<file path="src/rtl/vls_wb_calc.sv">
module vls_wb_calc #(
  parameter int ADDR_W = 64,
  parameter int IMM_W  = 7
) (
  input  logic              clk,
  input  logic              rst_n,
  input  logic              in_valid,
  input  logic [31:0]       insn,
  input  logic [ADDR_W-1:0] base_addr,
  input  logic [ADDR_W-1:0] rm_value,
  output logic              out_valid,
  output logic [ADDR_W-1:0] new_base,
  output logic              wb_en,
  output logic              unalloc
);
  localparam logic [4:0] RM_IMM = 5'd31;

  logic       single, post, load, qbit, b21, b13;
  logic [4:0] rm_f;
  logic [3:0] opc;
  logic [1:0] esize;

  assign qbit   = insn[30];
  assign single = insn[24];
  assign post   = insn[23];
  assign load   = insn[22];
  assign b21    = insn[21];
  assign rm_f   = insn[20:16];
  assign opc    = insn[15:12];
  assign b13    = insn[13];
  assign esize  = insn[11:10];

  logic class_ok, offs_bad, form_bad, bad;
  logic [IMM_W-1:0] imm;
  logic [IMM_W-1:0] multi_amt;
  logic [2:0] nregs;
  logic [1:0] lane_sh;
  logic [2:0] rep_cnt;

  assign class_ok = ~insn[31] & (insn[29:25] == 5'b00110);
  assign offs_bad = ~post & (rm_f != 5'd0);
  assign nregs    = {1'b0, b13, b21} + 3'd1;
  assign lane_sh  = (insn[15:14] == 2'd0) ? 2'd0 :
                    (insn[15:14] == 2'd1) ? 2'd1 :
                    (insn[10] ? 2'd3 : 2'd2);
  assign rep_cnt  = opc[1] ? (b21 ? 3'd4 : 3'd3) : (b21 ? 3'd2 : 3'd1);

  always_comb begin
    multi_amt = '0;
    form_bad  = 1'b0;
    imm       = '0;
    if (!single) begin
      unique case (opc)
        4'd0, 4'd2:  multi_amt = IMM_W'(32);
        4'd4, 4'd6:  multi_amt = IMM_W'(24);
        4'd8, 4'd10: multi_amt = IMM_W'(16);
        4'd7:        multi_amt = IMM_W'(8);
        default:     form_bad  = 1'b1;
      endcase
      if (b21) form_bad = 1'b1;
      imm = qbit ? (multi_amt << 1) : multi_amt;
    end else if (opc <= 4'd11) begin
      imm = IMM_W'(nregs) << lane_sh;
    end else if (load && !opc[0]) begin
      imm = IMM_W'(rep_cnt) << esize;
    end else begin
      form_bad = 1'b1;
    end
  end

  assign bad = ~class_ok | offs_bad | form_bad;

  logic [ADDR_W-1:0] incr, sum;
  assign incr = (rm_f == RM_IMM) ? ADDR_W'(imm) : rm_value;
  assign sum  = base_addr + incr;

  always_ff @(posedge clk) begin
    if (!rst_n) begin
      out_valid <= 1'b0;
      new_base  <= '0;
      wb_en     <= 1'b0;
      unalloc   <= 1'b0;
    end else begin
      out_valid <= in_valid;
      if (in_valid) begin
        unalloc  <= bad;
        wb_en    <= post & ~bad;
        new_base <= (post & ~bad) ? sum : base_addr;
      end
    end
  end

  p_valid_follow_r1: assert property (@(posedge clk) disable iff (!rst_n)
    in_valid |=> out_valid);
  p_valid_idle_r1: assert property (@(posedge clk) disable iff (!rst_n)
    !in_valid |=> !out_valid);
  p_nowb_keep_r3: assert property (@(posedge clk) disable iff (!rst_n)
    (in_valid && !insn[23]) |=> (!wb_en && new_base == $past(base_addr)));
  p_reg_offset_r4: assert property (@(posedge clk) disable iff (!rst_n)
    (in_valid && insn[23] && insn[20:16] != RM_IMM) |=>
      (unalloc || new_base == $past(base_addr) + $past(rm_value)));
  p_no_wb_unalloc_r10: assert property (@(posedge clk) disable iff (!rst_n)
    (out_valid && unalloc) |-> !wb_en);
  p_class_bad_r2: assert property (@(posedge clk) disable iff (!rst_n)
    (in_valid && insn[31]) |=> unalloc);
endmodule

</file>
<file path="config.mk">
export PLATFORM = sky130hd
export DESIGN_NAME = vls_wb_calc
export DESIGN_NICKNAME = d
export VERILOG_FILES = /design/src/rtl/vls_wb_calc.sv
export SDC_FILE = /design/constraint.sdc
export NUM_CORES = 1
export LEC_CHECK = 0
export CORE_ASPECT_RATIO = 1.2
export CORE_MARGIN = 3
export CORE_UTILIZATION = 48
export DETAILED_ROUTE_END_ITERATION = 10
export PLACE_DENSITY = 0.82
export SLEW_MARGIN = 20
export SYNTH_ARGS = -nofsm -noshare
export SYNTH_HDL_FRONTEND = slang
export SYNTH_SLANG_ARGS = --single-unit
</file>
<file path="constraint.sdc">
create_clock -name clk -period 5.5 [get_ports clk]
set_input_delay 1.375 -clock clk [delete_from_list [all_inputs] [get_ports clk]]
set_output_delay 1.375 -clock clk [all_outputs]
set_load 0.02 [all_outputs]
</file>
-- Word-level counts from Yosys, hierarchy flattened
Cells that the tools add are included.
- input port bits: 163
- register bits: 67
- word-level logic and storage cells: 54
- reductions and logical operators: 9
- eq/ne operators: 9
- order comparisons: 1
- shift-type cells: 2
- bitwise logic cells: 9
- $add $sub $neg: 2
- muxes and demuxes: 18
- operator list (kind ; count):
    64-bit two-way mux ; 2
    64-bit adder ; 1
    7-bit two-way mux ; 4
    6-bit one-hot mux with 4 select lines ; 1
    3-bit by 2-bit left shift with 7-bit output ; 2
    4-bit by 3-bit equality test with 1-bit output (second input constant) ; 3
    4-bit equality test (second input constant) ; 2
    7-bit OR reduction ; 1
    1-bit two-way mux ; 6
    2-bit two-way mux ; 3
    3-bit two-way mux ; 2
    2-bit OR reduction ; 3
    5-bit by 3-bit equality test with 1-bit output (second input constant) ; 1
    5-bit equality test (second input constant) ; 1
    5-bit nonzero test ; 1
    4-bit by 2-bit equality test with 1-bit output (second input constant) ; 1
    4-bit less-or-equal comparator (second input constant) ; 1
    4-bit zero test ; 1
    1-bit inverter ; 4
    2-bit by 1-bit adder with 3-bit output (second input constant) ; 1
    1-bit AND ; 3
    2-bit by 1-bit equality test with 1-bit output (second input constant) ; 1
    2-bit zero test ; 1
    1-bit OR ; 2
    other kinds (2) ; 2

-- Logic depth before layout (Yosys ltp)
Gate-level depths: netlist (run 1).
- depth after elaboration: 9
- depth in mapped cells: 19

-- Least setup slack after synthesis (run 1)
No wires, ideal clock.
- path kind: input port to flip-flop
- from: in insn[18]
- to: reg new_base[52]
- stages on the path: 18
- setup slack: 519 ps
- data required time: 5365 ps
- arrival: 4846 ps
- cells stage by stage: and3_1 nand3_1 clkbuf_1 clkbuf_1 nand2_1 o41ai_1 ha_1 fa_1 a211o_1 a211o_1 a31o_2 o2bb2ai_1 o211ai_2 a2111o_1 a211oi_2 or3_1 a31oi_1 a211oi_2
- longest elaborated chain between the ends: 7
- elaborated cells between the ends (all ways): 10
- ends and longest elaborated chain (item ; line ; RTL):
    start: declaration ; 8 ; input logic [31:0] insn,
    branches (longest 6 deep; another with 64-bit adder) ; - ;
    64-bit two-way mux * ; 88 ; new_base <= (post & ~bad) ? sum : base_addr;
    end signal: assignment ; 88 ;
    end: declaration ; 12 ; output logic [ADDR_W-1:0] new_base,
Every way passes the cells marked *.
A chain may end at the register's enable or synchronous reset.

-- Final worst setup path (run 1)
- from: in insn[22]
- to: reg new_base[52]
- longest elaborated chain between the ends: 8
- elaborated cells between the ends (all ways): 13
- ends and longest elaborated chain (item ; line ; RTL):
    1-bit logical AND * ; 64 ; end else if (load && !opc[0]) begin
    branches (longest 6 deep; another with 64-bit adder) ; - ;
    64-bit two-way mux * ; 88 ;
Marked as above.

==> flow_summary.json, run 1 <==
{
  "fin_crit_sh_pct": 97.1,
  "gp_congestion": 0.989,
  "syn_to_final_growth_pct": 45.2,
  "cts_root_buf": "clkbuf_16",
  "relSlewSlack_pct": 39.3,
  "ys_ff_latch": 67,
  "power_mw": 2.07,
  "finalMaxSlewViolations": 0,
  "worst-setup-path-type": "in -> reg",
  "synth_fp_nets": 1271,
  "required_ns": 5.69,
  "die_y_um": 142,
  "hp-start": "new_base[46]$_SDFFE_PN0P_",
  "hold_class": "reg -> reg",
  "crit_arrival_ns": 5.53,
  "routedWlPerCell_um": 17.4,
  "synthFlopType": "dfxtp_1",
  "cts_sinks": 67,
  "vias": 8904,
  "die-area_mm2": 0.0168,
  "ys_async_sr_fraction_pct": 0,
  "worstReg2RegStart": "new_base[62]$_SDFFE_PN0P_",
  "ant_nets": 0,
  "whs_ns": 0.475,
  "critical_path.max_fanout": 4,
  "drt_iter0_markers": 543,
  "io_buffer_count": 219,
  "vias_per_cell": 5.87,
  "rsz0062_at_grt": "no",
  "ys_types": 72,
  "synth_most_common_cell": "nand2_1",
  "r2r_end": "new_base[62]$_SDFFE_PN0P_",
  "worstSetupStartpointType": "input pin",
  "synth_cells": 1043,
  "grt_pass1_vias": 8968,
  "postLayoutCoreUtil_pct": 72.5,
  "p_per_area_mw_per_mm2": 194,
  "drc": 0,
  "cts_buffers": 9,
  "ff2ff_setup_slack_ns": 4.63,
  "regArea_mm2": 0.00134,
  "postLayoutCellArea_mm2": 0.0107,
  "synth_warnings": 0,
  "dpl.hpwl_mm": 20.6,
  "finalHoldViolCount": 0,
  "layout-drive-gt1-share_pct": 11.3,
  "final_net_count": 1540,
  "path_clk_slew_ns": 0.06,
  "ys_top_cells_by_area": "dfxtp_1, ha_1, a21oi_1",
  "post-route-min-period_ns": 5.34,
  "maxCapViolations": 0,
  "placed_cell_area_mm2": 0.0103,
  "setup_viol": 0,
  "fmax_ghz": 0.187,
  "grt.overflow.total": 0,
  "tns_ns": 0,
  "grt_util_all_layers_pct": 30.0,
  "fin_worst_skew_ns": 0,
  "htreeDepth": 3,
  "grt_start_max_net_pins": 93,
  "worst_slew_pin_slew_ns": 0.910,
  "coreArea_mm2": 0.0147,
  "io_pins": 230,
  "clock_latency_ns": 0.35,
  "crit_path_end_kind": "flop",
  "ys_seq_area_share_pct": 18.3,
  "yosysTopAreaCell": "dfxtp_1",
  "start_util_pct": 49.9,
  "synth-edff-count": 0,
  "cts_tree": "done",
  "antenna_found_initial": 1,
  "synth.top_cell.area_share_pct": 18.3,
  "cts_max_path_buffers": 2,
  "rows": 48,
  "drt_first_pass_iters": 7,
  "reg2reg_depth": 3,
  "grt_pass1_wl_mm": 41.9,
  "peakVddDrop_mv": 0.122,
  "leakage_nw": 4.44,
  "syn_avg_cell_area_um2": 7.04,
  "status": "complete, no violations",
  "min_delay_worst_endpoint": "new_base[46]$_SDFFE_PN0P_",
  "multiInputGateArea_mm2": 0.00572,
  "chipWidth_um": 119,
  "synth_commonest_cells": "nand2_1, a21oi_1, nor2_1",
  "wirelength_mm": 26.4,
  "final.fill_count": 1222,
  "mappedNetlistArea_mm2": 0.00735,
  "hold_depth": 2
}
## final cells by class
class                   instances  share of cell area [%]
diodes                          1                  0.0234
clock buffers                  12                    2.31
clock inverters                 2                   0.352
inverters                      19                   0.668
multi-input cells             888                    53.6
flip-flops and latches         67                    12.6
well taps                     200                    2.34
repair buffers                327                    28.2
## cells by family (layout without fill, tap and decap cells)
kind of cell / count (synthesis) / in the layout / share of synthesized area [%]
AND/OR/NAND/NOR: 384 / 384 / 25.2
AO/OA/AOI/OAI: 376 / 376 / 32.9
buffers and inverters: 88 / 360 / 4.72
flip-flops: 67 / 67 / 18.3
adder cells (fa/ha/maj): 65 / 65 / 11.2
XOR/XNOR: 54 / 54 / 6.44
multiplexers: 9 / 9 / 1.26
other: 0 / 1 / 0
## registers in the layout (all words and copies together) (netlist names)
register and cells:
out_valid 1, new_base 64, unalloc 1, wb_en 1
## worst max-delay path by stage
stage | from | endpoint | slack, ns | cells past startpoint
floorplan | insn[18] | new_base[52]$_SDFFE_PN0P_ | 0.52 | 18
global placement | insn[22] | new_base[59]$_SDFFE_PN0P_ | -0.19 | 21
detailed placement | insn[22] | new_base[59]$_SDFFE_PN0P_ | -0.30 | 21
CTS | insn[22] | new_base[59]$_SDFFE_PN0P_ | 0.05 | 21
global route | insn[12] | new_base[52]$_SDFFE_PN0P_ | 0.01 | 18
finish | insn[22] | new_base[52]$_SDFFE_PN0P_ | 0.16 | 18
## layout by cell type (no fill, tap or decap), types with 4 or more instances in the layout
| master | instances |
|---|---|
| nand3_1 | 16 |
| or3_1 | 6 |
| buf_4 | 108 |
| and3_1 | 5 |
| a21o_1 | 30 |
| nor2_1 | 77 |
| a21oi_1 | 108 |
| a211oi_1 | 6 |
| o31ai_1 | 6 |
| dfxtp_1 | 67 |
| inv_1 | 19 |
| mux2i_1 | 7 |
| xnor2_1 | 23 |
| o211ai_1 | 10 |
| xor2_1 | 31 |
| o22ai_1 | 7 |
| o21bai_1 | 16 |
| and2_1 | 60 |
| o21a_1 | 8 |
| a211o_1 | 5 |
| o21ai_0 | 70 |
| nand2_1 | 139 |
| a31o_2 | 4 |
| nand2b_1 | 10 |
| o21ai_1 | 8 |
| clkbuf_16 | 9 |
| nor2b_1 | 13 |
| a311oi_1 | 24 |
| ha_1 | 63 |
| nor3_1 | 16 |
| nand4_1 | 20 |
| a31oi_1 | 33 |
| clkdlybuf4s50_1 | 218 |
## report_power, final
group	internal, mW	switching, mW
Combinational	0.466	0.482
Sequential	0.518	0.0165
Clock	0.359	0.233
Total	1.34	0.731
## worst max-delay path: stages
cell and delay (ns):
clkdlybuf4s50_1 0.45, nor2b_2 0.18, a21boi_0 0.13, o21ai_0 0.23
nand2b_1 0.09, a311oi_1 0.30, mux2_2 0.21, ha_1 0.23
a211o_1 0.32, a211o_1 0.32, a31o_2 0.24, o2bb2ai_2 0.15
o211ai_2 0.22, a2111o_1 0.27, a211oi_2 0.13, or3_1 0.33
a31oi_1 0.25, a211oi_2 0.11
## per-layer routing
layer / global-route usage (%) / share of wire [%]
met1: 33.1 / 40
met2: 55.0 / 51
met3: 4.07 / 5.6
met4: 16.9 / 4.2
met5: 0 / 0
## repair_timing
item,4_1_cts,5_1_grt
buffers inserted,0,2
gates resized for setup,0,12
hold buffers,0,0
setup endpoints to repair,0,16
## through the flow
| step | setup WS (ns) | cells |
|---|---|---|
| 3_5_place_dp | -0.303 | 1499 |
| 4_1_cts | 0.0463 | 1513 |
| 3_3_place_gp | -0.195 | 1499 |
| 2_1_floorplan | 0.519 | 1043 |
| 5_1_grt | 0.00994 | 1516 |
| 6_report | 0.160 | 1516 |
Power figures use the tool's default switching activity.
==> inputs of run 2 (changes only) <==
- CORE_ASPECT_RATIO: 1.2 -> 0.9
==> flow_summary.json, run 2 (synthesis gave the netlist of run 1 again) <==
{
  "largest_reg_flops": 64,
  "die_y_um": 123,
  "cts_buffers": 9,
  "min_delay_worst_endpoint": "new_base[46]$_SDFFE_PN0P_",
  "layout-drive-gt1-share_pct": 10.5,
  "fin_crit_sh_pct": 96.7,
  "cts_max_path_buffers": 2,
  "fin_worst_skew_ns": 0,
  "cts_tree": "done",
  "cts_root_buf": "clkbuf_16",
  "n_antenna_cell": 0,
  "p_per_area_mw_per_mm2": 197,
  "leakage_nw": 4.41,
  "reg2reg_depth": 3,
  "syn_to_final_growth_pct": 44.1,
  "drt_first_pass_iters": 7,
  "worst_slew_pin_slew_ns": 1.04,
  "dpl.hpwl_mm": 20.5,
  "cts_sinks": 67,
  "p_sw_mw": 0.749,
  "grt_start_max_net_pins": 81,
  "io_pins": 230,
  "grt_pass1_vias": 8547,
  "postLayoutCellArea_mm2": 0.0106,
  "critical_path.max_fanout": 6,
  "multiInputGateArea_mm2": 0.00573,
  "drc": 0,
  "p_clk_share_pct": 29.4,
  "placed_cell_area_mm2": 0.0102,
  "swShare_pct": 36.0,
  "place_inst": 1481,
  "worstSetupPathDepth": 16,
  "grt_util_all_layers_pct": 30.9,
  "worst-setup-path-type": "in -> reg",
  "die-area_mm2": 0.0168,
  "seqPwrFrac_pct": 25.7,
  "grt.overflow.total": 0,
  "cp_common_cell": "a211o_1",
  "wirelength_mm": 26.6,
  "post-route-min-period_ns": 5.32,
  "layout_commonest_cell": "clkdlybuf4s50_1",
  "power_mw": 2.08,
  "regArea_mm2": 0.00134,
  "hold_depth": 2,
  "clock_latency_ns": 0.35,
  "crit_slowest_cell": "clkdlybuf4s50_1",
  "vias_per_cell": 5.92,
  "crit_chain": "clkdlybuf4s50_1, ha_2, a211oi_1, a311oi_1, mux2_2, ha_1, a211o_1, a211o_1, a31o_2, o2bb2ai_1, o211ai_2, a2111o_1, a211oi_4, or3_1, a31oi_1, a211oi_2",
  "hold_class": "reg -> reg",
  "setup_viol": 0,
  "htreeDepth": 3,
  "ff2ff_setup_slack_ns": 4.63,
  "cpPeakStageDelay_ns": 0.52,
  "worst-path-buf-inv": 1,
  "worstReg2RegStart": "new_base[53]$_SDFFE_PN0P_",
  "stdcell_count": 1497,
  "crit_family": "compound AO/OA/AOI/OAI gates",
  "internal-power_mw": 1.33,
  "maxCapViolations": 0,
  "largest_register": "new_base",
  "final_net_count": 1522,
  "final.fill_count": 1255,
  "worstSetupStartpointType": "input pin",
  "antenna_found_initial": 0,
  "crit_arrival_ns": 5.51,
  "hp-start": "new_base[46]$_SDFFE_PN0P_",
  "relSlewSlack_pct": 30.7,
  "required_ns": 5.69,
  "finalHoldViolCount": 0,
  "tns_ns": 0,
  "final_cell_mix": "clkdlybuf4s50_1, nand2_1, a21oi_1",
  "postCtsSetupRepairBufs": 0,
  "vias": 8861,
  "drt_iter0_markers": 718,
  "ant_nets": 0,
  "peakVddDrop_mv": 0.161,
  "path_clk_slew_ns": 0.06,
  "chipWidth_um": 136,
  "rows": 42,
  "grt_pass1_wl_mm": 42.1,
  "gp_congestion": 0.971,
  "r2r_end": "new_base[53]$_SDFFE_PN0P_",
  "io_buffer_count": 219,
  "routedWlPerCell_um": 17.8,
  "combPwrFrac_pct": 44.9,
  "status": "complete, no violations",
  "coreArea_mm2": 0.0149,
  "start_util_pct": 49.4,
  "crit_path_end_kind": "flop",
  "fmax_ghz": 0.188,
  "finalMaxSlewViolations": 0
}
[run 2: how the worst max path moves through the flow]
| stage | endpoint | from |
|---|---|---|
| after floorplan | new_base[52]$_SDFFE_PN0P_ | insn[18] |
| after global routing | new_base[52]$_SDFFE_PN0P_ | insn[22] |
| after detailed placement | new_base[59]$_SDFFE_PN0P_ | insn[21] |
| after global placement | new_base[59]$_SDFFE_PN0P_ | insn[12] |
| final | new_base[52]$_SDFFE_PN0P_ | insn[21] |
| after CTS | new_base[59]$_SDFFE_PN0P_ | insn[21] |
[run 2: power by group through the flow]
stage	registers (mW)	logic [mW]	clock network, mW
floorplan	0.583	0.490	0
global placement	0.545	0.895	0
detailed placement	0.546	0.908	0
CTS	0.536	0.916	0.616
global route	0.539	1.02	0.641
finish	0.536	0.935	0.612
[run 2: area by class of cell]
class	instances	share of cell area, %
clock buffers	10	2.26
clock inverters	6	0.615
inverters	19	0.674
multi-input cells	888	54.1
flip-flops and latches	67	12.7
well taps	198	2.34
repair buffers	309	27.4
[run 2: stage by stage]
step	worst slack, ns	utilization, %	hold slack, ns
2_1_floorplan	0.519	-	0.544
3_3_place_gp	-0.156	68.7	0.460
3_5_place_dp	-0.203	68.7	0.462
4_1_cts	0.124	70.8	0.475
5_1_grt	-0.0192	71.2	0.496
6_report	0.179	71.2	0.472
[run 2: routing by layer]
layer | global-route usage (%) | wire length (um) | vias up
met4 | 7.30 | 464 | 0
met1 | 41.4 | 11700 | 4049
met5 | 0 | 0 | -
li1 | - | - | 4332
met2 | 51.2 | 12000 | 433
met3 | 6.67 | 2390 | 47
[run 2: repair_timing]
action,4_1_cts,5_1_grt
endpoints found under the setup margin,0,24
resized for setup,0,18
hold buffers,0,0
[run 2: worst register-to-register path, delay by kind of cell, from the launching register on]
family             cells  cell delay [ns]
DFF                    1             0.31
AOI/OAI and AO/OA      2             0.28
and+or+nand+nor        1             0.13
